<file path="src/rtl/phy_mgmt_pkg.sv">
package phy_mgmt_pkg;
  localparam int REG_W  = 16;
  localparam int ADDR_W = 5;
  localparam int IDLE_W = 8;

  localparam logic [ADDR_W-1:0] A_CTRL   = 5'd0;
  localparam logic [ADDR_W-1:0] A_STAT   = 5'd1;
  localparam logic [ADDR_W-1:0] A_ADV    = 5'd4;
  localparam logic [ADDR_W-1:0] A_MSCTL  = 5'd9;
  localparam logic [ADDR_W-1:0] A_MSSTAT = 5'd10;
  localparam logic [ADDR_W-1:0] A_RXERR  = 5'd21;

  localparam logic [REG_W-1:0] CTRL_RST    = 16'h1140;
  localparam logic [REG_W-1:0] CTRL_WMASK  = 16'hFFC0;
  localparam logic [REG_W-1:0] CTRL_SCMASK = 16'h8200;
  localparam logic [REG_W-1:0] STAT_BASE   = 16'h0149;
  localparam logic [REG_W-1:0] ADV_RST     = 16'h8001;
  localparam logic [REG_W-1:0] ADV_WMASK   = 16'hFFE0;
  localparam logic [REG_W-1:0] MSCTL_RST   = 16'h0E00;
  localparam logic [REG_W-1:0] MSCTL_WMASK = 16'hFF00;

  typedef enum logic [3:0] {
    TW_IDLE, TW_DEV, TW_DEV_ACK, TW_ADDR, TW_ADDR_ACK,
    TW_WDATA, TW_WDATA_ACK, TW_RDATA, TW_RACK, TW_RNEXT
  } twi_st_e;

  // writable bits take the new value, fixed bits keep their constant
  function automatic logic [REG_W-1:0] merge_fixed(input logic [REG_W-1:0] wr,
                                                   input logic [REG_W-1:0] mask,
                                                   input logic [REG_W-1:0] fixed);
    return (wr & mask) | (fixed & ~mask);
  endfunction

  function automatic logic [REG_W-1:0] status_word(input logic link, input logic rfault);
    logic [REG_W-1:0] w;
    w = STAT_BASE;
    w[2] = link;
    w[4] = rfault;
    return w;
  endfunction
endpackage

</file>
<file path="src/rtl/phy_mgmt_satcnt.sv">
module phy_mgmt_satcnt #(
  parameter int W     = 8,
  parameter int LIMIT = 255
) (
  input  logic         clk,
  input  logic         rst_n,
  input  logic         clr,
  input  logic         inc,
  output logic [W-1:0] q
);
  localparam logic [W-1:0] TOP = W'(LIMIT);

  always_ff @(posedge clk or negedge rst_n) begin
    if (!rst_n)                q <= '0;
    else if (clr)              q <= '0;
    else if (inc && q != TOP)  q <= q + 1'b1;
  end
endmodule

</file>
<file path="src/rtl/phy_mgmt_twi_slave.sv">
module phy_mgmt_twi_slave
  import phy_mgmt_pkg::*;
#(
  parameter logic [6:0] DEV_ADDR    = 7'b1010110,
  parameter int         SYNC_STAGES = 2
) (
  input  logic              clk,
  input  logic              rst_n,
  input  logic              scl_i,
  input  logic              sda_i,
  output logic              sda_oe_o,
  input  logic [REG_W-1:0]  rd_word_i,
  output logic [ADDR_W-1:0] addr_o,
  output logic [REG_W-1:0]  wdata_o,
  output logic              wr_o,
  output logic              rd_done_o
);
  logic [SYNC_STAGES-1:0] scl_sync, sda_sync;
  logic scl_p, sda_p, scl_h, sda_h;
  logic start_ev, stop_ev, rise_ev, fall_ev;
  twi_st_e st;
  logic [3:0] bitcnt;
  logic [7:0] shreg, txsh, snap_lo, wbuf;
  logic rnw, hi;

  always_ff @(posedge clk or negedge rst_n) begin
    if (!rst_n) begin
      scl_sync <= '1; sda_sync <= '1; scl_p <= 1'b1; sda_p <= 1'b1;
    end else begin
      scl_sync <= {scl_sync[SYNC_STAGES-2:0], scl_i};
      sda_sync <= {sda_sync[SYNC_STAGES-2:0], sda_i};
      scl_p    <= scl_sync[SYNC_STAGES-1];
      sda_p    <= sda_sync[SYNC_STAGES-1];
    end
  end

  assign scl_h    = scl_sync[SYNC_STAGES-1];
  assign sda_h    = sda_sync[SYNC_STAGES-1];
  assign start_ev = scl_h && scl_p && sda_p && !sda_h;
  assign stop_ev  = scl_h && scl_p && !sda_p && sda_h;
  assign rise_ev  = scl_h && !scl_p;
  assign fall_ev  = !scl_h && scl_p;

  always_ff @(posedge clk or negedge rst_n) begin
    if (!rst_n) begin
      st <= TW_IDLE; bitcnt <= '0; shreg <= '0; txsh <= '0; snap_lo <= '0;
      wbuf <= '0; rnw <= 1'b0; hi <= 1'b1; sda_oe_o <= 1'b0;
      addr_o <= '0; wdata_o <= '0; wr_o <= 1'b0; rd_done_o <= 1'b0;
    end else begin
      wr_o      <= 1'b0;
      rd_done_o <= 1'b0;
      if (start_ev) begin
        st <= TW_DEV; bitcnt <= '0; sda_oe_o <= 1'b0;
      end else if (stop_ev) begin
        st <= TW_IDLE; sda_oe_o <= 1'b0;
      end else if (rise_ev) begin
        case (st)
          TW_DEV, TW_ADDR, TW_WDATA: begin
            shreg  <= {shreg[6:0], sda_h};
            bitcnt <= bitcnt + 4'd1;
          end
          TW_RDATA: bitcnt <= bitcnt + 4'd1;
          TW_RACK: begin
            if (!hi) begin
              rd_done_o <= 1'b1;
              st        <= TW_IDLE;
            end else if (!sda_h) st <= TW_RNEXT;
            else                 st <= TW_IDLE;
          end
          default: ;
        endcase
      end else if (fall_ev) begin
        case (st)
          TW_DEV: if (bitcnt == 4'd8) begin
            if (shreg[7:1] == DEV_ADDR) begin
              sda_oe_o <= 1'b1; rnw <= shreg[0]; st <= TW_DEV_ACK;
            end else st <= TW_IDLE;
          end
          TW_DEV_ACK: begin
            bitcnt <= '0; hi <= 1'b1;
            if (rnw) begin
              snap_lo  <= rd_word_i[7:0];
              txsh     <= {rd_word_i[14:8], 1'b0};
              sda_oe_o <= ~rd_word_i[15];
              st       <= TW_RDATA;
            end else begin
              sda_oe_o <= 1'b0; st <= TW_ADDR;
            end
          end
          TW_ADDR: if (bitcnt == 4'd8) begin
            if (shreg[7:5] == 3'b000) begin
              sda_oe_o <= 1'b1; addr_o <= shreg[4:0]; st <= TW_ADDR_ACK;
            end else st <= TW_IDLE;
          end
          TW_ADDR_ACK: begin
            sda_oe_o <= 1'b0; bitcnt <= '0; hi <= 1'b1; st <= TW_WDATA;
          end
          TW_WDATA: if (bitcnt == 4'd8) begin
            sda_oe_o <= 1'b1; st <= TW_WDATA_ACK;
            if (hi) wbuf <= shreg;
            else begin
              wdata_o <= {wbuf, shreg}; wr_o <= 1'b1;
            end
          end
          TW_WDATA_ACK: begin
            sda_oe_o <= 1'b0; bitcnt <= '0; hi <= ~hi; st <= TW_WDATA;
          end
          TW_RDATA: begin
            if (bitcnt == 4'd8) begin
              sda_oe_o <= 1'b0; st <= TW_RACK;
            end else begin
              sda_oe_o <= ~txsh[7]; txsh <= {txsh[6:0], 1'b0};
            end
          end
          TW_RNEXT: begin
            bitcnt <= '0; hi <= 1'b0; sda_oe_o <= ~snap_lo[7];
            txsh <= {snap_lo[6:0], 1'b0}; st <= TW_RDATA;
          end
          default: ;
        endcase
      end
    end
  end
endmodule

</file>
<file path="src/rtl/phy_mgmt_bank.sv">
module phy_mgmt_bank
  import phy_mgmt_pkg::*;
#(
  parameter int RX_CNT_W      = 16,
  parameter int MS_FAIL_LIMIT = 7
) (
  input  logic                clk,
  input  logic                rst_n,
  input  logic                wr_i,
  input  logic                rd_done_i,
  input  logic [ADDR_W-1:0]   addr_i,
  input  logic [REG_W-1:0]    wdata_i,
  output logic [REG_W-1:0]    rdata_o,
  input  logic                link_up_i,
  input  logic                remote_fault_i,
  input  logic                idle_err_i,
  input  logic                rx_err_i,
  input  logic                ms_fail_i,
  output logic                sw_reset_o,
  output logic                an_enable_o,
  output logic                an_restart_o,
  output logic                link_lat_o,
  output logic                rf_lat_o,
  output logic [IDLE_W-1:0]   idle_cnt_o,
  output logic [RX_CNT_W-1:0] rx_cnt_o,
  output logic                ms_fault_o
);
  localparam int FAIL_W = $clog2(MS_FAIL_LIMIT + 1);

  logic [REG_W-1:0] r_ctrl, r_adv, r_msctl;
  logic [FAIL_W-1:0] fail_cnt;
  logic rd_stat, rd_msstat, rd_rxerr;

  assign rd_stat   = rd_done_i && addr_i == A_STAT;
  assign rd_msstat = rd_done_i && addr_i == A_MSSTAT;
  assign rd_rxerr  = rd_done_i && addr_i == A_RXERR;

  always_ff @(posedge clk or negedge rst_n) begin
    if (!rst_n) begin
      r_ctrl <= CTRL_RST; r_adv <= ADV_RST; r_msctl <= MSCTL_RST;
      link_lat_o <= 1'b0; rf_lat_o <= 1'b0;
    end else begin
      if (wr_i && addr_i == A_CTRL) r_ctrl <= merge_fixed(wdata_i, CTRL_WMASK, '0);
      else                          r_ctrl <= r_ctrl & ~CTRL_SCMASK;
      if (wr_i && addr_i == A_ADV)   r_adv   <= merge_fixed(wdata_i, ADV_WMASK, ADV_RST);
      if (wr_i && addr_i == A_MSCTL) r_msctl <= merge_fixed(wdata_i, MSCTL_WMASK, '0);
      link_lat_o <= rd_stat ? link_up_i      : (link_lat_o & link_up_i);
      rf_lat_o   <= rd_stat ? remote_fault_i : (rf_lat_o | remote_fault_i);
    end
  end

  phy_mgmt_satcnt #(.W(IDLE_W), .LIMIT((1 << IDLE_W) - 1)) u_idle_cnt (
    .clk(clk), .rst_n(rst_n), .clr(rd_msstat), .inc(idle_err_i), .q(idle_cnt_o));
  phy_mgmt_satcnt #(.W(RX_CNT_W), .LIMIT((1 << RX_CNT_W) - 1)) u_rx_cnt (
    .clk(clk), .rst_n(rst_n), .clr(rd_rxerr), .inc(rx_err_i), .q(rx_cnt_o));
  phy_mgmt_satcnt #(.W(FAIL_W), .LIMIT(MS_FAIL_LIMIT)) u_fail_cnt (
    .clk(clk), .rst_n(rst_n), .clr(rd_msstat), .inc(ms_fail_i), .q(fail_cnt));

  assign ms_fault_o   = fail_cnt == FAIL_W'(MS_FAIL_LIMIT);
  assign sw_reset_o   = r_ctrl[15];
  assign an_restart_o = r_ctrl[9];
  assign an_enable_o  = r_ctrl[12];

  always_comb begin
    case (addr_i)
      A_CTRL:   rdata_o = r_ctrl;
      A_STAT:   rdata_o = status_word(link_lat_o, rf_lat_o);
      A_ADV:    rdata_o = r_adv;
      A_MSCTL:  rdata_o = r_msctl;
      A_MSSTAT: rdata_o = {ms_fault_o, {(REG_W-IDLE_W-1){1'b0}}, idle_cnt_o};
      A_RXERR:  rdata_o = REG_W'(rx_cnt_o);
      default:  rdata_o = '0;
    endcase
  end
endmodule

</file>
<file path="src/rtl/phy_mgmt_regs.sv">
module phy_mgmt_regs
  import phy_mgmt_pkg::*;
#(
  parameter logic [6:0] DEV_ADDR      = 7'b1010110,
  parameter int         SYNC_STAGES   = 2,
  parameter int         RX_CNT_W      = 16,
  parameter int         MS_FAIL_LIMIT = 7
) (
  input  logic clk,
  input  logic rst_n,
  input  logic scl_i,
  input  logic sda_i,
  output logic sda_oe_o,
  input  logic link_up_i,
  input  logic remote_fault_i,
  input  logic idle_err_i,
  input  logic rx_err_i,
  input  logic ms_fail_i,
  output logic sw_reset_o,
  output logic an_enable_o,
  output logic an_restart_o
);
  logic [ADDR_W-1:0]   acc_addr;
  logic [REG_W-1:0]    wr_data, rd_word;
  logic                wr_pulse, rd_done;
  logic                link_lat, rf_lat, ms_fault;
  logic [IDLE_W-1:0]   idle_cnt;
  logic [RX_CNT_W-1:0] rx_cnt;

  phy_mgmt_twi_slave #(.DEV_ADDR(DEV_ADDR), .SYNC_STAGES(SYNC_STAGES)) u_twi (
    .clk(clk), .rst_n(rst_n), .scl_i(scl_i), .sda_i(sda_i), .sda_oe_o(sda_oe_o),
    .rd_word_i(rd_word), .addr_o(acc_addr), .wdata_o(wr_data),
    .wr_o(wr_pulse), .rd_done_o(rd_done));

  phy_mgmt_bank #(.RX_CNT_W(RX_CNT_W), .MS_FAIL_LIMIT(MS_FAIL_LIMIT)) u_bank (
    .clk(clk), .rst_n(rst_n), .wr_i(wr_pulse), .rd_done_i(rd_done),
    .addr_i(acc_addr), .wdata_i(wr_data), .rdata_o(rd_word),
    .link_up_i(link_up_i), .remote_fault_i(remote_fault_i),
    .idle_err_i(idle_err_i), .rx_err_i(rx_err_i), .ms_fail_i(ms_fail_i),
    .sw_reset_o(sw_reset_o), .an_enable_o(an_enable_o), .an_restart_o(an_restart_o),
    .link_lat_o(link_lat), .rf_lat_o(rf_lat), .idle_cnt_o(idle_cnt),
    .rx_cnt_o(rx_cnt), .ms_fault_o(ms_fault));
endmodule

</file>
<file path="config.mk">
export PLATFORM = sky130hd
export DESIGN_NAME = phy_mgmt_regs
export DESIGN_NICKNAME = d
export VERILOG_FILES = /design/src/rtl/phy_mgmt_pkg.sv /design/src/rtl/phy_mgmt_satcnt.sv /design/src/rtl/phy_mgmt_twi_slave.sv /design/src/rtl/phy_mgmt_bank.sv /design/src/rtl/phy_mgmt_regs.sv
export SDC_FILE = /design/constraint.sdc
export NUM_CORES = 1
export LEC_CHECK = 0
export BUFFER_PORTS_ARGS = -buffer_cell sky130_fd_sc_hd__buf_2
export CORE_MARGIN = 2
export CORE_UTILIZATION = 59
export CTS_CLUSTER_SIZE = 30
export DETAILED_ROUTE_END_ITERATION = 10
export PLACE_DENSITY = 0.8
export SLEW_MARGIN = 10
export SYNTH_ARGS = -nofsm -noshare
export SYNTH_HDL_FRONTEND = slang
export SYNTH_SLANG_ARGS = --single-unit
</file>
<file path="constraint.sdc">
create_clock -name clk -period 4.9 [get_ports clk]
set_input_delay 0 -clock clk [delete_from_list [all_inputs] [get_ports clk]]
set_output_delay 0 -clock clk [all_outputs]
set_load 0.02 [all_outputs]
</file>
==> qor.log, run 1 <==
[run_status] outcome finished, final reports clean
[clocking] insertion delay to the later sink of the worst-skew pair 0.55 ns
[timing] hold slack final 0.0616 ns
[detailed_routing] vias after detailed routing 4488
[global_route] total congestion overflow after global routing 0
[finish] final cell area excluding filler cells 7090 sq um
[power] switching power 1.02 mW
[timing] Worst Setup Slack, final 2.33 ns
[power] maximum vdd drop 303 uV
[finish] antenna diode instance count 0
[timing] Worst Max-Slew Pin Slew 0.803 ns
[hold_path] worst min-delay path class input port to async pin
[synthesis] ranking of synthesized cells by instance count 110 x dfrtp_1, 45 x nand2_1, 42 x mux2_2, 42 x nor2_1
[critical_path] sequence of cells on the critical path inv_1 > ha_1 > nor2b_1 > a21bo_4 > nor3_4 > and3_1 > mux2_4
[synthesis] proportion of netlist area held by the largest area contributor 43.6%
[synthesis] area share of xor/xnor cells in the synthesized design 2.64%
[timing] final number of max-transition violations 0
[placement] global placement routability congestion 0.868
[synthesis] library cell with the highest instance count after synthesis dfrtp_1
[synthesis] Post-Synthesis Mean Instance Area 11.1 sq um
[detailed_routing] number of violations reported at the end of detailed-routing iteration 0 331
[detailed_routing] DRC 0
[critical_path] WP data required 5.33 ns
[detailed_routing] total iterations of the first detailed-routing run 4
[timing] Final Hold Vio Count 0
[placement] pre-CTS worst setup slack 2.34 ns
[synthesis] fraction of the mapped netlist area in adder cells 1.78%
[synthesis] Distinct cells, synth 81
[synthesis] Post-synth ARST share 100%
[synthesis] largest area contributor in the synthesized netlist dfrtp_1
[detailed_routing] routed wire length per instance 18.7 um
[synthesis] number of flops mapped to enable cells by yosys 0
[power] proportion of power drawn by the clock network 39.2%
[clocking] TritonCTS clock tree yes
[placement] placed wire-length estimate after detailed placement 9.41 mm
[die] initial core utilization 60.9%
[critical_path] kind of critical path register to register
[run] max-capacitance violation count 0
[die] Chip Height 107 um
[synthesis] multiplexer area fraction after synthesis 12.2%
[timing] relative max-transition margin 46.5%
[clocking] clock slew seen by the registers of the worst setup and hold paths 0.06 ns
[synthesis] Synth Cell Area 6310 sq um
[detailed_routing] Post-Route WL 13.6 mm
[critical_path] crit path max-delay cell type dfstp_2
[finish] share of the core filled with cells in the final layout 68.4%
[placement] total cell area at the placement stage 6390 sq um
[synthesis] nets in the synthesized netlist 587
[synthesis] flip-flop cell with the highest count after synthesis dfrtp_1
[die] number of top-level design ports 13
[synthesis] Area contributors post-synth dfrtp_1 44%, mux2_2 7.5%, dfstp_2 5.8%, mux2_4 3.3%, nand2_1 2.7%
[synthesis] share of the synthesized area in compound gates (AO/OA/AOI/OAI) 14.8%
[detailed_routing] vias per inst 6.16
[die] die boundary width 107 um
[critical_path] data arrival at the endpoint of the critical path 3.00 ns
[global_route] largest net degree at the start of global routing 64
[power] Gate power share 18.2%
[power] share of total power in sequential cells 42.6%
[clocking] buffer levels on the longest clock path 2
[synthesis] part of the Yosys area used for sequential elements 49.4%
[clocking] depth of the CTS H-tree 4
[critical_path] slowest stage delay, CP 0.54 ns
[clocking] Root Driver clkbuf_8
[clocking] Num CTS Buffers 17
[synthesis] area share of and/or/nand/nor cells after synthesis 15.6%
[die] floorplan die area 11500 sq um
[critical_path] capturing element type of the critical path register
[synthesis] Cells after Synth 569
[timing] maximum clock skew at final layout 0.00475 ns
[die] placeable core area 10400 sq um
[timing] Setup-failing EPs final 0
[detailed_routing] number of routed nets with antenna violations 0
[synthesis] total number of yosys warnings 0
[global_route] number of antenna violations at the first check in global routing 0
[finish] Area Overhead vs Synth 12.3%
[global_route] vias in the first global route 4448
[die] placement row count 37
[finish] fraction of layout cells with a size suffix above 1 23.1%
[synthesis] synthesis-stage register bit count 124
[global_route] Total Routing Usage GR 25.8%
[clocking] number of sinks driven by the clock tree 124
[finish] nets 598
[timing] setup_tns 0 ns
[timing] maximum clock frequency 389 MHz
[power] standby leakage power 3.18 nW
[placement] number of I/O port buffers 12
[timing] final worst path period need 2.57 ns
[timing] setup repair after global routing missed its margin false
[critical_path] critical path launch point type register
[power] ratio of total power to cell area 473 nW/um^2
[critical_path] maximum fanout along the worst path 13
[power] Internal 2.34 mW
[clocking] Post-CTS Resized 0
[synthesis] largest family of logic cells by synthesized area simple AND/OR/NAND/NOR gates
[timing] post-route clock period utilization 52.5%
[power] net switching share of the total power 30.3%
[global_route] global-route wire length before repair 22.6 mm
## power by group through the flow
stage / combinational (mW) / sequential, mW / clock, mW
2_1_floorplan: 0.533 / 1.33 / 0
3_3_place_gp: 0.570 / 1.43 / 0
3_5_place_dp: 0.600 / 1.43 / 0
4_1_cts: 0.612 / 1.42 / 1.33
5_1_grt: 0.682 / 1.45 / 1.38
6_report: 0.610 / 1.43 / 1.31
## sequential cells by signal (all words and copies together) (netlist names), 7 cells and up
register             flops
u_twi.wbuf               8
u_twi.snap_lo            8
u_bank.r_ctrl           10
u_twi.txsh               7
u_bank.u_rx_cnt.q       16
u_bank.r_msctl           8
u_bank.u_idle_cnt.q      8
u_twi.shreg              8
u_twi.wdata_o           11
u_bank.r_adv            11
## stage by stage
stage	instances	total power [mW]
after global placement	689	2.00
after detailed placement	689	2.03
final	729	3.35
after floorplan	569	1.86
after global routing	729	3.51
after CTS	729	3.36
## critical path: cells and delay by family (launching register included)
kind                       cells  cell delay (ns)
buffers and inverters          1             0.04
adders and majority gates      1             0.34
DFF                            1             0.54
AOI/OAI and AO/OA              1             0.28
muxes                          1             0.35
and+or+nand+nor                3             0.89
## area by class of cell
cell class                 instances  area [sq um]
fill                             734          3280
sequential                       124          3120
multi-input combinational        400          2960
clock buffer                      20           455
tap                              136           170
clock inverter                    12           168
timing repair buffer              22           158
inverter                          15          56.3
## layer usage
layer	vias to the layer above	global-route usage [%]	part of all wire, %
met2	135	41.1	48
met5	-	0	0
li1	2111	-	-
met1	2214	33.6	45
met3	28	6.42	4.2
met4	0	11.0	2.7
## cells by family after synthesis
| logic type | count (synthesis) |
|---|---|
| mux | 64 |
| buf+inv | 45 |
| xor+xnor | 19 |
| simple gates | 182 |
| compound gates | 126 |
| flops | 124 |
| fa+ha+maj | 9 |
## what timing repair did
action / in CTS / in global routing
endpoints found under the hold margin: 79 / 0
buffers inserted: 0 / 0
hold buffers: 8 / 0
## layout by cell type, fill, tap and decap left out, types with 11 or more instances in the layout
cell       instances
dfrtp_1          110
nand2_1           45
nor2_1            42
mux2_2            42
a21oi_1           21
o21ai_0           21
a22oi_1           19
clkbuf_16         16
nor3_1            15
inv_1             14
mux2_4            14
dfstp_2           14
nand3_1           12
xnor2_1           12
a22o_1            11
buf_2             11
## worst paths after layout
kind / from / end / slack [ns] / cells past startpoint
max in group asynchronous: rst_n / u_twi.st[3] / 3.58 / 3
min in group clk: scl_i / u_twi.scl_sync[0] / 0.10 / 2
worst min-delay path: rst_n / u_bank.u_rx_cnt.q[12] / 0.06 / 2
worst max register to register: u_twi.scl_p / u_twi.wbuf[5] / 2.33 / 7
worst max-delay path: u_twi.scl_p / u_twi.wbuf[5] / 2.33 / 7
worst min register to register: u_twi.sda_sync[0] / u_twi.sda_sync[1] / 0.35 / 0
No activity file was read; power rests on OpenSTA's default activity.
==> inputs of run 2 (changes only) <==
==> constraint.sdc (replaced) <==
create_clock -name clk -period 2.59 [get_ports clk]
set_input_delay 0 -clock clk [delete_from_list [all_inputs] [get_ports clk]]
set_output_delay 0 -clock clk [all_outputs]
set_load 0.02 [all_outputs]
==> qor.log, run 2 (synthesis results as in run 1) <==
[critical_path] kind of critical path register to register
[placement] pre-CTS worst setup slack 0.279 ns [-2.06 ns]
[critical_path] capturing element type of the critical path register
[clocking] insertion delay to the later sink of the worst-skew pair 0.53 ns [-0.02 ns]
[clocking] post-CTS setup repair buffer count 0 [unchanged]
[finish] Layout fillers 716 [-2.5%]
[critical_path] data arrival at the endpoint of the critical path 2.73 ns [-0.27 ns]
[clocking] Num CTS Buffers 17 [unchanged]
[timing] final worst path period need 2.32 ns [-0.254 ns]
[power] standby leakage power 3.24 nW [+2.0%]
[timing] post-route clock period utilization 89.5% [+37 points]
[power] proportion of power drawn by the clock network 39.8% [+0.6 points]
[power] Internal 4.49 mW [+92%]
[power] maximum vdd drop 759 uV [+150%]
[finish] total area of multi-input combinational cells 2960 sq um [unchanged]
[die] number of top-level design ports 13 [unchanged]
[die] placeable core area 10400 sq um [unchanged]
[power] share of total power in sequential cells 40.8% [-1.8 points]
[clocking] depth of the CTS H-tree 4 [unchanged]
[detailed_routing] vias per inst 6.25 [+1.5%]
[global_route] total congestion overflow after global routing 0 [unchanged]
[timing] setup_tns 0 ns [unchanged]
[finish] nets 608 [+1.7%]
[global_route] vias in the first global route 4524 [+1.7%]
[finish] flip-flop count of the largest register, all copies and words added 16 [unchanged]
[timing] Final Hold Vio Count 0 [unchanged]
[finish] commonest non-fill, non-tap cell in the layout dfrtp_1
[clocking] number of sinks driven by the clock tree 124 [unchanged]
[critical_path] WP data required 3.01 ns [-2.32 ns]
[placement] number of I/O port buffers 12 [unchanged]
[critical_path] sequence of cells on the critical path inv_1 > ha_1 > nor2b_1 > a21bo_4 > nor3_4 > and3_1 > buf_4 > mux2_4
[finish] filler-free cell count of the finished design 739 [+1.4%]
[finish] fraction of layout cells with a size suffix above 1 24.4% [+1.3 points]
[detailed_routing] total iterations of the first detailed-routing run 5 [+1]
[timing] final number of max-transition violations 0 [unchanged]
[die] initial core utilization 60.9% [unchanged]
[clocking] TritonCTS clock tree yes
[placement] post-placement cell count 699 [+1.5%]
[finish] register with the highest flop count u_bank.u_rx_cnt.q
[power] net switching share of the total power 31.3% [+1.0 points]
[power] switching power 2.05 mW [+100%]
[detailed_routing] number of violations reported at the end of detailed-routing iteration 0 456 [+38%]
[timing] relative max-transition margin 54.6% [+8.1 points]
[detailed_routing] number of routed nets with antenna violations 0 [unchanged]
[power] ratio of total power to cell area 908 nW/um^2 [+92%]
[placement] placed wire-length estimate after detailed placement 9.84 mm [+4.6%]
[timing] Setup-failing EPs final 0 [unchanged]
[global_route] largest net degree at the start of global routing 52 [-19%]
[die] Chip Height 107 um [unchanged]
[finish] Area Overhead vs Synth 14.2%
[run_status] outcome finished, final reports clean
[clocking] buffer levels on the longest clock path 2 [unchanged]
[critical_path] slowest stage delay, CP 0.54 ns [about the same]
[timing] maximum clock frequency 432 MHz [+11%]
[run] max-capacitance violation count 0 [unchanged]
[placement] global placement routability congestion 0.849 [-2.2%]
[critical_path] maximum fanout along the worst path 8 [-5]
[critical_path] critical path launch point type register
[finish] top library cells by usage in the layout, fill and taps aside 110 x dfrtp_1, 45 x nand2_1, 42 x nor2_1, 42 x mux2_2
[global_route] global-route wire length before repair 23.3 mm [+2.9%]
[timing] setup repair after global routing missed its margin false
[detailed_routing] vias after detailed routing 4617 [+2.9%]
[critical_path] crit path max-delay cell type dfstp_2
[finish] antenna diode instance count 0 [unchanged]
[timing] Worst Max-Slew Pin Slew 0.677 ns [-0.126 ns]
[global_route] number of antenna violations at the first check in global routing 0 [unchanged]
[global_route] Total Routing Usage GR 26.4% [+0.61 points]
[timing] Worst Setup Slack, final 0.273 ns [-2.06 ns]
[detailed_routing] Post-Route WL 14.2 mm [+4.6%]
[finish] Sequential Area 3120 sq um [unchanged]
[power] Gate power share 19.3% [+1.1 points]
[clocking] Root Driver clkbuf_8
[timing] maximum clock skew at final layout 0.00684 ns [+0.00209 ns]
[detailed_routing] routed wire length per instance 19.3 um [+3.1%]
[clocking] clock slew seen by the registers of the worst setup and hold paths 0.06 ns [about the same]
[die] die boundary width 107 um [unchanged]
[die] placement row count 37 [unchanged]
[die] floorplan die area 11500 sq um [unchanged]
[hold_path] worst min-delay path class input port to async pin
[clocking] Post-CTS Resized 0 [unchanged]
[detailed_routing] DRC 0 [unchanged]
[finish] top flop regs u_bank.u_rx_cnt.q: 16 flops, u_bank.r_adv: 11 flops, u_twi.wdata_o: 11 flops
## run 2: routing by layer
metal | up-vias | share of wire [%] | GRT usage [%]
li1 | 2126 | - | -
met1 | 2296 | 43 | 34.1
met2 | 160 | 49 | 41.8
met3 | 35 | 5.5 | 6.48
met4 | 0 | 2.7 | 12.5
met5 | - | 0 | 0
## run 2: path summary, 6_finish.rpt
path | slack (ns) | start | cells after the start | endpoint
min in group clk | 0.11 | scl_i | 2 | u_twi.scl_sync[0]
max reg2reg | 0.27 | u_twi.scl_p | 8 | u_twi.wbuf[3]
min reg2reg | 0.36 | u_twi.scl_sync[0] | 0 | u_twi.scl_sync[1]
max in group asynchronous | 1.72 | rst_n | 3 | u_bank.r_msctl[10]
max | 0.27 | u_twi.scl_p | 8 | u_twi.wbuf[3]
min | 0.04 | rst_n | 2 | u_bank.u_rx_cnt.q[12]
## run 2: worst max-delay path, delay by kind of cell, from the launching register on
family                     cells  cell delay (ns)
AOI/OAI and AO/OA              1             0.28
DFF                            1             0.54
muxes                          1             0.31
adders and majority gates      1             0.27
and+or+nand+nor                3             0.54
buffers and inverters          2             0.24
## run 2: layout make-up
cell class / count / area share [%]
inverters: 15 / 0.781
well taps: 136 / 2.36
multi-input cells: 400 / 41.1
repair buffers: 32 / 3.40
clock inverters: 15 / 3.30
flip-flops and latches: 124 / 43.3
clock buffers: 17 / 5.75
## run 2: power groups by stage
stage	Combinational [mW]	Clock, mW	Sequential (mW)
2_1_floorplan	1.01	0	2.51
3_3_place_gp	1.17	0	2.66
3_5_place_dp	1.23	0	2.68
4_1_cts	1.26	2.62	2.66
5_1_grt	1.40	2.72	2.71
6_report	1.27	2.61	2.67
## run 2: stage by stage
stage | instance area [sq um] | total power [mW] | util, % | hold WS (ns)
2_1_floorplan | 6310 | 3.52 | - | -0.296
3_3_place_gp | 6470 | 3.83 | 62.4 | 0.0651
3_5_place_dp | 6470 | 3.91 | 62.4 | 0.0769
4_1_cts | 7210 | 6.54 | 69.5 | 0.0503
5_1_grt | 7210 | 6.83 | 69.5 | 0.0925
6_report | 7210 | 6.54 | 69.5 | 0.0391
## run 2: what timing repair did
action,CTS,global route
setup endpoints to repair,0,0
hold buffers,8,0
endpoints found under the hold margin,99,0
